### src/rtl/cae_pkg.sv
package cae_pkg;
    localparam int NUM_ALARMS = 4;
    localparam int EVT_W      = 2 * NUM_ALARMS;
    localparam int BYTE_W     = 8;

    typedef struct packed {
        logic [EVT_W-1:0] events;
        logic             irq;
    } evt_state_t;
endpackage

### src/rtl/cae_sync.sv
module cae_sync #(
    parameter int WIDTH  = 4,
    parameter int STAGES = 2
) (
    input  logic             clk_i,
    input  logic             rst_ni,
    input  logic [WIDTH-1:0] async_i,
    output logic [WIDTH-1:0] sync_o
);
    logic [STAGES-1:0][WIDTH-1:0] chain_d, chain_q;

    always_comb begin
        chain_d[0] = async_i;
        for (int s = 1; s < STAGES; s++) begin
            chain_d[s] = chain_q[s-1];
        end
    end

    always_ff @(posedge clk_i or negedge rst_ni) begin
        if (!rst_ni) chain_q <= '0;
        else         chain_q <= chain_d;
    end

    assign sync_o = chain_q[STAGES-1];
endmodule

### src/rtl/cae_edge.sv
module cae_edge #(
    parameter int WIDTH  = 4,
    parameter int WARM_N = 3
) (
    input  logic             clk_i,
    input  logic             rst_ni,
    input  logic [WIDTH-1:0] lvl_i,
    output logic [WIDTH-1:0] rise_o,
    output logic [WIDTH-1:0] fall_o
);
    localparam int CNT_W = $clog2(WARM_N + 1);
    localparam logic [CNT_W-1:0] WARM_DONE = CNT_W'(WARM_N);

    typedef struct packed {
        logic [WIDTH-1:0] hist;
        logic [CNT_W-1:0] warm;
    } edge_state_t;

    edge_state_t st_d, st_q;
    logic        armed;

    always_comb begin
        st_d      = st_q;
        armed     = (st_q.warm == WARM_DONE);
        st_d.hist = lvl_i;
        if (!armed) st_d.warm = st_q.warm + 1'b1;
        rise_o = armed ? (lvl_i & ~st_q.hist) : '0;
        fall_o = armed ? (~lvl_i & st_q.hist) : '0;
    end

    always_ff @(posedge clk_i or negedge rst_ni) begin
        if (!rst_ni) st_q <= '0;
        else         st_q <= st_d;
    end

    // one alarm cannot rise and fall in the same cycle
    a_r2_single_dir: assert property (@(posedge clk_i) disable iff (!rst_ni)
        (rise_o & fall_o) == '0);
    // no edge is reported while the history is still filling
    a_r8_warm_quiet: assert property (@(posedge clk_i) disable iff (!rst_ni)
        (st_q.warm != WARM_DONE) |-> (rise_o == '0 && fall_o == '0));
endmodule

### src/rtl/cae_evt.sv
module cae_evt
    import cae_pkg::*;
#(
    parameter int NUM = NUM_ALARMS
) (
    input  logic           clk_i,
    input  logic           rst_ni,
    input  logic [NUM-1:0] rise_i,
    input  logic [NUM-1:0] fall_i,
    input  logic           clr_i,
    output logic [2*NUM-1:0] events_o,
    output logic           irq_o
);
    localparam int W = 2 * NUM;

    typedef struct packed {
        logic [W-1:0] events;
        logic         irq;
    } st_t;

    st_t          st_d, st_q;
    logic [W-1:0] set_vec;

    for (genvar k = 0; k < NUM; k++) begin : g_pair
        assign set_vec[2*k]   = rise_i[k];
        assign set_vec[2*k+1] = fall_i[k];
    end

    always_comb begin
        st_d        = st_q;
        st_d.events = (clr_i ? '0 : st_q.events) | set_vec;
        st_d.irq    = |st_d.events;
    end

    always_ff @(posedge clk_i or negedge rst_ni) begin
        if (!rst_ni) st_q <= '0;
        else         st_q <= st_d;
    end

    assign events_o = st_q.events;
    assign irq_o    = st_q.irq;

    // a new edge always survives into the next state, even with a clear
    a_r5_no_loss: assert property (@(posedge clk_i) disable iff (!rst_ni)
        set_vec != '0 |=> (st_q.events & $past(set_vec)) == $past(set_vec));
    // a clear with no new edge empties the byte
    a_r4_clear: assert property (@(posedge clk_i) disable iff (!rst_ni)
        (clr_i && set_vec == '0) |=> st_q.events == '0);
    // without a clear, pending bits stay
    a_r3_sticky: assert property (@(posedge clk_i) disable iff (!rst_ni)
        !clr_i |=> (st_q.events & $past(st_q.events)) == $past(st_q.events));
    // interrupt mirrors a nonempty event byte
    a_r6_irq_level: assert property (@(posedge clk_i) disable iff (!rst_ni)
        irq_o == (events_o != '0));
endmodule

### src/rtl/clk_alarm_event_reg.sv
module clk_alarm_event_reg
    import cae_pkg::*;
#(
    parameter int              ADDR_W      = 2,
    parameter logic [ADDR_W-1:0] STATUS_ADDR = 2'd0,
    parameter logic [ADDR_W-1:0] EVENT_ADDR  = 2'd1,
    parameter int              SYNC_STAGES = 2
) (
    input  logic                  clk_i,
    input  logic                  rst_ni,
    input  logic [NUM_ALARMS-1:0] alarm_i,
    input  logic [ADDR_W-1:0]     rd_addr_i,
    input  logic                  rd_en_i,
    output logic [BYTE_W-1:0]     rd_data_o,
    output logic                  irq_o
);
    localparam int WARM_N = SYNC_STAGES + 1;

    logic [NUM_ALARMS-1:0] lvl, rise, fall;
    logic [EVT_W-1:0]      events;
    logic [BYTE_W-1:0]     status;
    logic                  clr;

    cae_sync #(.WIDTH(NUM_ALARMS), .STAGES(SYNC_STAGES)) u_sync (
        .clk_i(clk_i), .rst_ni(rst_ni), .async_i(alarm_i), .sync_o(lvl));

    cae_edge #(.WIDTH(NUM_ALARMS), .WARM_N(WARM_N)) u_edge (
        .clk_i(clk_i), .rst_ni(rst_ni), .lvl_i(lvl),
        .rise_o(rise), .fall_o(fall));

    assign clr = rd_en_i && (rd_addr_i == EVENT_ADDR);

    cae_evt #(.NUM(NUM_ALARMS)) u_evt (
        .clk_i(clk_i), .rst_ni(rst_ni), .rise_i(rise), .fall_i(fall),
        .clr_i(clr), .events_o(events), .irq_o(irq_o));

    always_comb begin
        status = '0;
        for (int k = 0; k < NUM_ALARMS; k++) begin
            status[BYTE_W-1-k] = lvl[k];
        end
    end

    always_comb begin
        if (rd_addr_i == STATUS_ADDR)     rd_data_o = status;
        else if (rd_addr_i == EVENT_ADDR) rd_data_o = events;
        else                              rd_data_o = '0;
    end

    // low nibble of the status byte is always zero
    a_r1_low_nibble: assert property (@(posedge clk_i) disable iff (!rst_ni)
        (rd_addr_i == STATUS_ADDR) |-> rd_data_o[3:0] == 4'h0);
    // unused addresses read zero
    a_r9_unused_zero: assert property (@(posedge clk_i) disable iff (!rst_ni)
        (rd_addr_i != STATUS_ADDR && rd_addr_i != EVENT_ADDR) |-> rd_data_o == '0);
endmodule

### config.mk
export PLATFORM = sky130hd
export DESIGN_NAME = clk_alarm_event_reg
export DESIGN_NICKNAME = d
export VERILOG_FILES = /design/src/rtl/cae_pkg.sv /design/src/rtl/cae_sync.sv /design/src/rtl/cae_edge.sv /design/src/rtl/cae_evt.sv /design/src/rtl/clk_alarm_event_reg.sv
export SDC_FILE = /design/constraint.sdc
export NUM_CORES = 1
export LEC_CHECK = 0
export BUFFER_PORTS_ARGS = -buffer_cell sky130_fd_sc_hd__buf_2
export CAP_MARGIN = 25
export CORE_MARGIN = 10
export CORE_UTILIZATION = 55
export CTS_BUF_LIST = sky130_fd_sc_hd__clkbuf_2
export CTS_CLUSTER_SIZE = 16
export DETAILED_ROUTE_END_ITERATION = 6
export MAX_ROUTING_LAYER = met4
export PLACE_DENSITY = 0.8
export SLEW_MARGIN = 20
export SYNTH_ARGS = -nofsm -noshare
export SYNTH_HDL_FRONTEND = slang
export SYNTH_SLANG_ARGS = --single-unit
### constraint.sdc
create_clock -name clk_i -period 1.5 [get_ports clk_i]
set_input_delay 0.3 -clock clk_i [delete_from_list [all_inputs] [get_ports clk_i]]
set_output_delay 0.3 -clock clk_i [all_outputs]
set_load 0.02 [all_outputs]
======== After elaboration in Yosys (flattened, before gate mapping) ========
Cells that the tools add are included.
word-level totals
  bits in registers ....................... 23
  input port bits ......................... 9
  output and inout bits ................... 9
  word-level logic and storage cells ...... 22
cells by class
  add/subtract/negate cells ............... 1
  eq/ne operators ......................... 2
  mux-type cells .......................... 5
  bitwise gates (word level) .............. 5
  reduce and logical (&&, ||, !) cells .... 3
operator list
  cell                                           count
  two-way mux 8 bit                              3
  bitwise AND 4 bit                              2
  two-way mux 4 bit                              2
  NOT 4 bit                                      2
  OR 8 bit                                       1
  OR reduction 8 bit                             1
  adder 2 x 1 -> 2 bit, second input constant    1
  == test 2 x 1 -> 1 bit, second input constant  1
  == test 2 bit, second input constant           1
  logical NOT 2 bit                              1
  logical AND 1 bit                              1

======== Logic depth before layout (Yosys ltp) ========
  word-level depth ........................ 5
  gate-level depth with buffers ........... 4
  depth with buffers taken out ............ 3

======== Hierarchy ========
A second synthesis with hierarchy kept.
unflattened totals
  cell total of the unflattened synthesis .. 66
  area, all modules ....................... 914.6 um^2
by module, submodules not included
  module               times used  cells an instance  area each (um^2)  sequential area each (um^2)
  cae_evt              1           25                 334.1             225.2
  cae_edge             1           18                 269.0             150.1
  cae_sync             1           8                  200.2             200.2
  clk_alarm_event_reg  1           15                 111.4             0.0

======== Worst setup path before layout ========
Ideal clock, no wire load.
  kind .................................... reg2reg
  start point ............................. reg u_evt.st_q (netlist bit u_evt.events_o[6])
  end point ............................... reg u_evt.st_q (netlist bit u_evt.irq_o)
  setup time .............................. 0.135 ns
  arrival time ............................ 1.066 ns
  required time ........................... 1.365 ns
  slack ................................... 0.298 ns
  stages on the path, launching flop included .. 4
  buffers on the path ..................... 0
  clock period less this slack ............ 1.202 ns
  cell sequence ........................... dfrtp_1 or4_1 o21ai_1 nand3_1
RTL lines
  what                    line           source
  from (decl)             cae_evt.sv:21  st_t st_d, st_q;
  from (signal assigned)  cae_evt.sv:37  else st_q <= st_d;

======== Worst setup path in the final report ========
  start point ............................. reg u_sync.chain_q (netlist bit u_sync.sync_o[0])
  end point ............................... out rd_data_o[7]
on the way
  word-level cells in the longest chain between the ends .. 1
ends and longest elaborated chain
  what                    line                       source
  from (decl)             cae_sync.sv:10             logic [STAGES-1:0][WIDTH-1:0] chain_d, chain_q;
  from (signal assigned)  cae_sync.sv:21             else chain_q <= chain_d;
  two-way mux 8 bit       clk_alarm_event_reg.sv:45  if (rd_addr_i == STATUS_ADDR) rd_data_o = status;
  to (decl)               clk_alarm_event_reg.sv:14  output logic [BYTE_W-1:0] rd_data_o,
Every way passes these cells.

==> out/metrics.csv <==
metric;value;unit
DRT met1 WL;735;µm
skew final;13.59;ps
Worst Slack Setup Final;56.79;ps
register bit total from synthesis;23;
highest routed layer;met4;
PwrDens;1023;mW/mm²
Die X;60.50;µm
Pins Over Slew Limit;0;
mapped cell area;902.1;µm²
sequential power share;0.642;
Worst Path Max Fanout;2;
ordered cell list for the critical path;mux2i_1 > nor2_1 > buf_2;
fin nets;104;
TritonCTS clock tree;built;
max cap viols;0;
CTS Sinks;23;
first-pass GRT wire length;2.573;mm
Place WS;172.0;ps
Critical Path RT;1200;ps
flop2flop setup slack;170;ps
Sequential Area;576.8;µm²
Critical Path Sink Type;primary output;
Psw;0.0002804;W
Detailed Place HPWL;1.194;mm
Synth Warn #;0;
RSZ-0062 raised after global routing;yes;
final hold violation count;0;
Final Cell Area;0.001052;mm²
Port Buffer Count;17;
H-tree depth;1;
Vias/cell;5.333;
Via Count;576;
Clk pwr share;0.229;
Starting Density;0.5920;
period utilization;0.9621;
Synth Net Count;80;
drt pass-1 iters;4;
synth unique cells;23;
Hold Path Class;input port to flop;
root buffer cell;clkbuf_2;
Comb power frac;0.129;
CP delay by family, top;flip-flops;
Tot GR Track Use;0.09461;
Routed met2 length;721;µm
Switching Fraction;0.2605;
Core ar.;0.001524;mm²
Final ANT Viol Nets;0;
Multi-input gate area;299.0;µm²
FP Rows;14;
grt ovf;0;
Slew headroom;0.6712;
most frequent cells in the layout;dfrtp_1, buf_2, inv_1, a32o_1;
internal power;0.0007961;W
critical path class;flop to primary output;
Final Core Density;0.6905;
number of global-route vias before repair;596;
Buf/Inv on CP;1;
DR iter-0 viols;7;
Avg WL per Cell;15.02;µm
Worst path max stage delay;440;ps
total wire length;1.622;mm
commonest non-fill, non-tap cell in the layout;dfrtp_1;
Seq/Total Area, Yosys;0.6380;
Layout area overhead;16.64;%
CTS Buffer Depth;2;
number of remaining DRC errors;0;
clk_lat worst skew;330;ps
Leakage;0.5097;nW
Data arrival, critical path;1140;ps
critical path's slowest cell;dfrtp_1;
initial antenna violation count;0;
crit path time final;1443;ps
WHS;55.32;ps
outcome;finished, final reports clean;
Max VDD drop;0.0007336;V
fillers;121;
Num CTS Buffers;3;
IO Pins;18;
final setup vio count;0;
WL met3;148;µm
largest net degree at the start of global routing;24;
die footprint;0.003660;mm²
worst slew pin tran;493.1;ps
crit path launch type;flop;
fraction of layout cells with a size suffix above 1;0.3043;
count of mapped cells out of synthesis;69;
Mapped Avg Cell Area;13.07;µm²
f_max;0.6929;GHz
ANT cells;0;
clock slew at the register clock pins of the worst setup and hold paths;210;ps
Setup TNS;0;ps
Placer Congestion;0.7475;
Die Ht;60.50;µm
Placed Area;998.5;µm²
-- cell usage after synthesis --
cell      number  area share
or4_4          1       0.012
buf_2          1      0.0055
o21ai_1        1      0.0055
nand3b_2       1       0.012
mux2_2         1       0.012
nand3_1        1      0.0055
dfrtp_1       23        0.64
nand3b_1       1      0.0083
or4_1          1      0.0083
xor2_1         3       0.029
a22o_1         1      0.0097
and2_1         4       0.028
inv_1          5       0.021
ha_1           2       0.028
mux2i_1        4       0.044
o21ai_0        1      0.0055
nor2_1         4       0.017
nor2b_1        2       0.014
nand2_1        4       0.017
a32o_1         5       0.055
o41ai_1        1      0.0097
clkbuf_1       1      0.0042
xnor2_1        1      0.0097
-- power by group through the flow --
stage / logic [W] / registers, W / clock network [W]
global placement: 0.000124 / 0.000704 / 0
floorplan: 0.0000805 / 0.000696 / 0
finish: 0.000139 / 0.000691 / 0.000246
detailed placement: 0.000128 / 0.000706 / 0
CTS: 0.000137 / 0.000691 / 0.000252
global route: 0.000154 / 0.000698 / 0.000271
-- layer usage --
layer / GRT usage / vias to the layer above
met2: 0.1485 / 18
met3: 0.02923 / 4
met5: - / -
met1: 0.1068 / 270
met4: 0.04702 / 0
li1: - / 284
-- path summary, 6_finish.rpt --
kind / start / to / depth (start not counted)
max: u_sync.sync_o[0]$_DFF_PN0_ / rd_data_o[7] / 3
min: alarm_i[0] / u_sync.chain_d[4]$_DFF_PN0_ / 1
max reg2reg: u_sync.sync_o[0]$_DFF_PN0_ / u_evt.irq_o$_DFF_PN0_ / 4
min reg2reg: u_sync.chain_d[6]$_DFF_PN0_ / u_sync.sync_o[2]$_DFF_PN0_ / 0
max in group asynchronous: rst_ni / u_sync.sync_o[3]$_DFF_PN0_ / 2
min in group asynchronous: rst_ni / u_sync.chain_d[4]$_DFF_PN0_ / 2
-- flip-flops by register name (all words and copies together) (netlist names) --
register,cells
u_evt.events_o,8
u_edge.st_q,6
u_sync.chain_d,4
u_sync.sync_o,4
u_evt.irq_o,1
-- logic make-up (layout without fill, tap and decap cells) --
logic type | Yosys count | in the layout | synth area share
AOI/OAI and AO/OA | 9 | 9 | 0.08599
muxes | 5 | 5 | 0.05687
and+or+nand+nor | 19 | 19 | 0.1220
adders and majority gates | 2 | 2 | 0.02773
buffers and inverters | 7 | 30 | 0.03051
DFF | 23 | 23 | 0.6380
xor gates and xnor gates | 4 | 4 | 0.03884
-- cell type report --
type                            instances  area share
Sequential cell                        23      0.5482
Inverter                                5     0.01784
Multi-Input combinational cell         39      0.2842
Tap cell                               16     0.01902
Timing Repair Buffer                   21      0.1118
Clock buffer                            4     0.01902
-- timing repair --
item / in CTS / in global routing
hold buffers: 1 / 0
endpoints found under the setup margin: 2 / 2
gates resized for setup: 0 / 1
gates cloned: 0 / 0
setup buffers: 2 / 1
endpoints found under the hold margin: 23 / 0
-- stage by stage --
step                      power [W]  instances
after floorplan           0.0007767         69
after global placement    0.0008282        100
after detailed placement  0.0008332        100
after CTS                  0.001080        107
after global routing       0.001122        108
final                      0.001077        108
(Power assumes the default switching activity.)
